[src/rtl/bst_pkg.sv]
package bst_pkg;

   typedef enum logic [2:0] {
      CMD_NOP = 3'd0,
      CMD_ACT = 3'd1,
      CMD_RD  = 3'd2,
      CMD_WR  = 3'd3,
      CMD_PRE = 3'd4
   } bst_cmd_e;

endpackage

[src/rtl/bst_cmd_decode.sv]
module bst_cmd_decode
   import bst_pkg::*;
#(
   parameter int NUM_BANKS = 8,
   parameter int BANK_AW   = 3
) (
   input  logic [2:0]           cmd_code,
   input  logic [BANK_AW-1:0]   bank_sel,
   input  logic                 mode_bit,
   input  logic [NUM_BANKS-1:0] open_vec,
   input  logic [NUM_BANKS-1:0] busy_vec,
   output logic [NUM_BANKS-1:0] open_req,
   output logic [NUM_BANKS-1:0] close_req,
   output logic                 illegal
);

   logic [NUM_BANKS-1:0] sel_1h;
   logic                 tgt_open;
   logic                 tgt_busy;

   always_comb begin
      sel_1h           = '0;
      sel_1h[bank_sel] = 1'b1;
   end

   assign tgt_open = |(sel_1h & open_vec);
   assign tgt_busy = |(sel_1h & busy_vec);

   always_comb begin
      open_req  = '0;
      close_req = '0;
      illegal   = 1'b0;
      case (cmd_code)
         CMD_ACT: begin
            if (tgt_open || tgt_busy) illegal  = 1'b1;
            else                      open_req = sel_1h;
         end
         CMD_RD, CMD_WR: begin
            if (!tgt_open)     illegal   = 1'b1;
            else if (mode_bit) close_req = sel_1h;
         end
         CMD_PRE: begin
            if (mode_bit) close_req = open_vec;
            else          close_req = sel_1h & open_vec;
         end
         default: ;
      endcase
   end

endmodule

[src/rtl/bst_bank_slot.sv]
module bst_bank_slot #(
   parameter int T_RECOV = 5,
   parameter int CNT_W   = 3
) (
   input  logic clk,
   input  logic rst,
   input  logic open_req,
   input  logic close_req,
   output logic is_open,
   output logic busy
);

   logic open_q;

   always_ff @(posedge clk) begin
      if (rst)            open_q <= 1'b0;
      else if (close_req) open_q <= 1'b0;
      else if (open_req)  open_q <= 1'b1;
   end

   assign is_open = open_q;


   close_only_open_chk: assert property (@(posedge clk) disable iff (rst)
      close_req |-> open_q);

   generate
      if (T_RECOV <= 1) begin : g_no_timer
         assign busy = 1'b0;
      end else begin : g_timer
         localparam logic [CNT_W-1:0] LOAD = CNT_W'(T_RECOV - 1);
         logic [CNT_W-1:0] cnt_q;

         always_ff @(posedge clk) begin
            if (rst)               cnt_q <= '0;
            else if (close_req)    cnt_q <= LOAD;
            else if (cnt_q != '0)  cnt_q <= cnt_q - 1'b1;
         end

         assign busy = (cnt_q != '0);


         open_recov_excl_chk: assert property (@(posedge clk) disable iff (rst)
            !(open_q && busy));

         timer_load_chk: assert property (@(posedge clk) disable iff (rst)
            close_req |=> (cnt_q == LOAD));

         timer_step_chk: assert property (@(posedge clk) disable iff (rst)
            (busy && !close_req) |=> (cnt_q == $past(cnt_q) - 1'b1));
      end
   endgenerate

endmodule

[src/rtl/bank_state_tracker.sv]
module bank_state_tracker
   import bst_pkg::*;
#(
   parameter  int NUM_BANKS = 8,
   parameter  int T_RECOV   = 5,
   localparam int BANK_AW   = $clog2(NUM_BANKS)
) (
   input  logic                 clk,
   input  logic                 rst,
   input  logic [2:0]           cmd,
   input  logic [BANK_AW-1:0]   bank,
   input  logic                 ap_all,
   output logic [NUM_BANKS-1:0] bank_open,
   output logic                 all_idle,
   output logic                 cmd_err
);

   localparam int CNT_W = (T_RECOV > 1) ? $clog2(T_RECOV) : 1;

   generate
      if (NUM_BANKS < 2 || (1 << BANK_AW) != NUM_BANKS) begin : g_bad_banks
         $error("NUM_BANKS must be a power of two, at least 2");
      end
      if (T_RECOV < 1) begin : g_bad_recov
         $error("T_RECOV must be at least 1");
      end
   endgenerate

   logic [NUM_BANKS-1:0] open_vec;
   logic [NUM_BANKS-1:0] busy_vec;
   logic [NUM_BANKS-1:0] open_req;
   logic [NUM_BANKS-1:0] close_req;
   logic                 illegal;
   logic                 err_q;

   bst_cmd_decode #(
      .NUM_BANKS (NUM_BANKS),
      .BANK_AW   (BANK_AW)
   ) u_decode (
      .cmd_code  (cmd),
      .bank_sel  (bank),
      .mode_bit  (ap_all),
      .open_vec  (open_vec),
      .busy_vec  (busy_vec),
      .open_req  (open_req),
      .close_req (close_req),
      .illegal   (illegal)
   );

   generate
      for (genvar i = 0; i < NUM_BANKS; i++) begin : g_slot
         bst_bank_slot #(
            .T_RECOV (T_RECOV),
            .CNT_W   (CNT_W)
         ) u_slot (
            .clk       (clk),
            .rst       (rst),
            .open_req  (open_req[i]),
            .close_req (close_req[i]),
            .is_open   (open_vec[i]),
            .busy      (busy_vec[i])
         );
      end
   endgenerate

   always_ff @(posedge clk) begin
      if (rst) err_q <= 1'b0;
      else     err_q <= illegal;
   end

   assign bank_open = open_vec;
   assign all_idle  = ~|open_vec && ~|busy_vec;
   assign cmd_err   = err_q;


   err_freeze_chk: assert property (@(posedge clk) disable iff (rst)
      illegal |=> (bank_open == $past(bank_open)));

   pre_all_close_chk: assert property (@(posedge clk) disable iff (rst)
      (cmd == CMD_PRE && ap_all) |=> (bank_open == '0));

   act_opens_chk: assert property (@(posedge clk) disable iff (rst)
      (cmd == CMD_ACT && !open_vec[bank] && !busy_vec[bank]) |=> bank_open[$past(bank)]);

   reserved_hold_chk: assert property (@(posedge clk) disable iff (rst)
      (cmd > 3'd4) |=> (bank_open == $past(bank_open) && !cmd_err));

endmodule

[config.mk]
export PLATFORM = sky130hd
export DESIGN_NAME = bank_state_tracker
export DESIGN_NICKNAME = d
export VERILOG_FILES = /design/src/rtl/bst_pkg.sv /design/src/rtl/bst_cmd_decode.sv /design/src/rtl/bst_bank_slot.sv /design/src/rtl/bank_state_tracker.sv
export SDC_FILE = /design/constraint.sdc
export NUM_CORES = 1
export LEC_CHECK = 0
export ABC_AREA = 1
export ABC_CLOCK_PERIOD_IN_PS = 1720
export BUFFER_PORTS_ARGS = -buffer_cell sky130_fd_sc_hd__clkbuf_2
export CAP_MARGIN = 10
export CORE_MARGIN = 5
export CORE_UTILIZATION = 40
export DETAILED_ROUTE_END_ITERATION = 8
export RECOVER_POWER = 100
export SETUP_SLACK_MARGIN = 0.02
export SLEW_MARGIN = 10
export SYNTH_ARGS = -nofsm -noshare
export SYNTH_HDL_FRONTEND = slang
export SYNTH_HIERARCHICAL = 1
export SYNTH_SLANG_ARGS = --single-unit
[constraint.sdc]
create_clock -name clk -period 1.72 [get_ports clk]
set_clock_uncertainty 0.15 [all_clocks]
set_input_delay 0.344 -clock clk [delete_from_list [all_inputs] [get_ports clk]]
set_output_delay 0.344 -clock clk [all_outputs]
set_load 0.005 [all_outputs]
==> run summary <==
First-pass GRT wire length: 9494 um
Synthesis-stage register bit count: 33
CP top delay family: flip-flops
Die area: 7617 um2
Clk sinks: 33
Pin count of the biggest net entering global routing: 14
Worst EP required: 1.23 ns
H-tree levels: 2
Run status: complete, but fails checks
XOR/XNOR share of the synthesized area: 0%
Crit-path max cell delay: 0.33 ns
Worst setup SP type: register
Antenna violations before repair: 0
GR met2 Demand/Resource: 27.40%
Hold depth: 5
Vias: 2330
Global Route Usage Sum: 15.59%
DIE WIDTH: 87.28 um
Least-Margin Pin Slew: 0.6382 ns
Critical path class: reg -> out
Sequential area share after synthesis: 27.66%
Max Clock Freq: 501.6 MHz
Most common cell after layout, fill and taps aside: nand2_1
Fin worst setup slack: -0.2736 ns
Synth Area in Compound Gates: 5.867%
Adder-cell area share of the yosys netlist: 12.57%
Die Y: 87.28 um
P per Cell Area: 1534 nW/um2
Ant. Diodes: 0
IO Port Bufs: 18
Grt peak-use layer: met2
VDD IR max: 0.7077 mV
Fin nets: 475
Initial Utilization: 40.83%
CP endpoint kind: output port
Design Power: 0.004951 W
Max Cap Violations: 0
Worst Hold End: cmd_err$_SDFF_PP0_
Pleak: 1.603 nW
Post-DR vias/cell: 4.507
Tcrit/Tclk final: 115.9%
WL per Instance: 11.05 um
DRT Wirelength: 5711 um
Net Count, Synth: 407
Hold_buf cts: 0
Failing checks: negative setup slack
CTS Buf Count: 5
Synthesized area: 2389 um2
Cell area after placement: 2780 um2
Maximum root-to-sink buffer count: 2
CP Buf/Inv Count: 4
Synth Area in Simple Gates: 36.35%
CTS tree: built
Core area: 5851 um2
Worst min-delay path category: in -> reg
Slowest cell on crit path: dfxtp_2
Place WS: -0.1283 ns
Max Slew Vio Count: 0
R2R Path End: g_slot[0].u_slot/is_open$_SDFFE_PP0P_
I/O pin total: 19
Largest family of logic cells by synthesized area: simple AND/OR/NAND/NOR gates
Worst r2r path cells: 14
Unrepaired setup endpoints after global routing: yes
Met3 Use GR: 3.406%
CTS clk-pin slew, worst paths: 0.07 ns
R2R setup slack: -0.17 ns
Max-slew headroom: 57.22%
Total gr overflow: 0
Most frequent cells in the layout: nand2_1, inv_1, nor2_1
Detailed Routing Iterations Pass 1: 4
Clock latency on the worst-skew pair: 0.28 ns
Netlist cell types: 24
DRC errors left: 0
Synth Instances: 374
Worst hold start: cmd[1]
Row count: 28
TNS Setup: -1.686 ns
Post-layout minimum cycle time: 1.994 ns
CP arrival: 1.50 ns
Setup violators final: 10
Design area: 3227 um2
Fraction of synthesized area in multiplexers: 0%
Crit Path Max Fanout: 3
Final Hold Vio Count: 0
Area Overhead vs Synth: 35.10%
Final ANT Viol Nets: 0
Iteration-0 DRC Markers: 63
Worst r2r src: g_slot[6].u_slot/g_timer.cnt_q[0]$_SDFFE_PP0P_
Mean Syn Cell Area: 6.386 um2
Root Driver: clkbuf_8
Fraction of layout cells with a size suffix above 1: 33.03%
Yosys warning count: 6
CP Cell Sequence: inv_2 > ha_4 > ha_4 > inv_4 > inv_2 > nand2_1 > nor2_1 > nand2_1 > nor2_2 > buf_2
Post-DP HPWL: 3959 um
Met1 Track Usage GR: 19.06%
Fillers: 602
Final RePlAce weighted congestion: 0.8098
Vias in the first global route: 2165
==> per-stage QoR <==
step | hold WS (ns) | instances | util (%)
after floorplan | 0.2652 | 374 | -
after global placement | 0.2953 | 495 | 47.52
after detailed placement | 0.2968 | 495 | 47.52
after CTS | 0.2916 | 508 | 53.53
after global routing | 0.3095 | 517 | 55.15
final | 0.2904 | 517 | 55.15
==> sequential cells by signal, summed over array words and instances (netlist names) <==
name	flops
g_slot.u_slot/g_timer.cnt_q	24
g_slot.u_slot/is_open	8
cmd_err	1
==> worst max path at each step <==
stage	from	endpoint	depth (start not counted)
floorplan	g_slot[7].u_slot/g_timer.cnt_q[0]$_SDFFE_PP0P_	cmd_err$_SDFF_PP0_	14
global placement	g_slot[7].u_slot/g_timer.cnt_q[0]$_SDFFE_PP0P_	g_slot[2].u_slot/is_open$_SDFFE_PP0P_	13
detailed placement	bank[2]	g_slot[4].u_slot/g_timer.cnt_q[0]$_SDFFE_PP0P_	10
CTS	g_slot[6].u_slot/g_timer.cnt_q[0]$_SDFFE_PP0P_	all_idle	9
global route	g_slot[0].u_slot/g_timer.cnt_q[0]$_SDFFE_PP0P_	all_idle	10
finish	g_slot[0].u_slot/g_timer.cnt_q[0]$_SDFFE_PP0P_	all_idle	10
==> cell families after synthesis <==
family / after synthesis
buffers and inverters: 102
AOI/OAI and AO/OA: 24
DFF: 33
adders and majority gates: 24
and+or+nand+nor: 191
==> cell type report <==
| cell class | instances | area (um2) | share of cell area (%) |
|---|---|---|---|
| clock buffers | 7 | 86.33 | 2.675 |
| inverters | 97 | 384.1 | 11.90 |
| multi-input cells | 241 | 1564 | 48.47 |
| flip-flops and latches | 33 | 669.4 | 20.74 |
| well taps | 75 | 93.84 | 2.908 |
| repair buffers | 64 | 429.2 | 13.30 |
==> worst reg2reg max path, cell delays in order (launching register included) <==
cell     delay (ns)
dfxtp_2        0.32
inv_2          0.08
ha_4           0.15
ha_4           0.14
inv_4          0.04
buf_6          0.11
inv_2          0.04
nor2_2         0.03
nor2_1         0.09
nand2_1        0.11
nor2_4         0.23
nand2_4        0.12
nor2_2         0.09
nor2_1         0.04
nor2_1         0.09
==> power by group <==
part	total, W	leakage [nW]	internal, W	switching (W)
Sequential	0.00111	0.272	0.000983	0.000126
Combinational	0.00326	1.29	0.00164	0.00162
Clock	0.000584	0.0443	0.000317	0.000266
==> layer usage <==
metal  vias up  wire, um
met2        24      2882
met3         5       209
met5         -         0
met4         0        47
li1       1241         -
met1      1060      2572
==> cells in the mapped netlist <==
| master | count | area (um2) |
|---|---|---|
| or2_1 | 8 | 50.05 |
| and3_1 | 1 | 6.260 |
| nand2_8 | 1 | 20.02 |
| nand3_1 | 18 | 90.09 |
| nor2_4 | 2 | 22.52 |
| inv_6 | 1 | 8.760 |
| nand4_1 | 6 | 37.54 |
| a21oi_1 | 16 | 80.08 |
| nand2_1 | 82 | 307.8 |
| inv_1 | 93 | 349.1 |
| and2_1 | 1 | 6.260 |
| clkbuf_1 | 1 | 3.750 |
| nor2_1 | 56 | 210.2 |
| buf_6 | 3 | 33.78 |
| dfxtp_1 | 33 | 660.6 |
| nand2_4 | 2 | 22.52 |
| nor2_2 | 11 | 68.82 |
| nand2_2 | 1 | 6.260 |
| o211ai_1 | 8 | 60.06 |
| buf_2 | 1 | 5.000 |
| nand3_2 | 1 | 10.01 |
| nor3_2 | 1 | 10.01 |
| ha_1 | 24 | 300.3 |
| inv_4 | 3 | 18.77 |
==> timing repair <==
action                                 in CTS  in global routing
gates resized for setup                    59                 27
endpoints found under the hold margin       0                  0
setup buffers                               5                  8
setup endpoints to repair                  10                 19
cloned                                      1                  1
pin swaps                                  24                 30
Power figures use the tool's default switching activity.
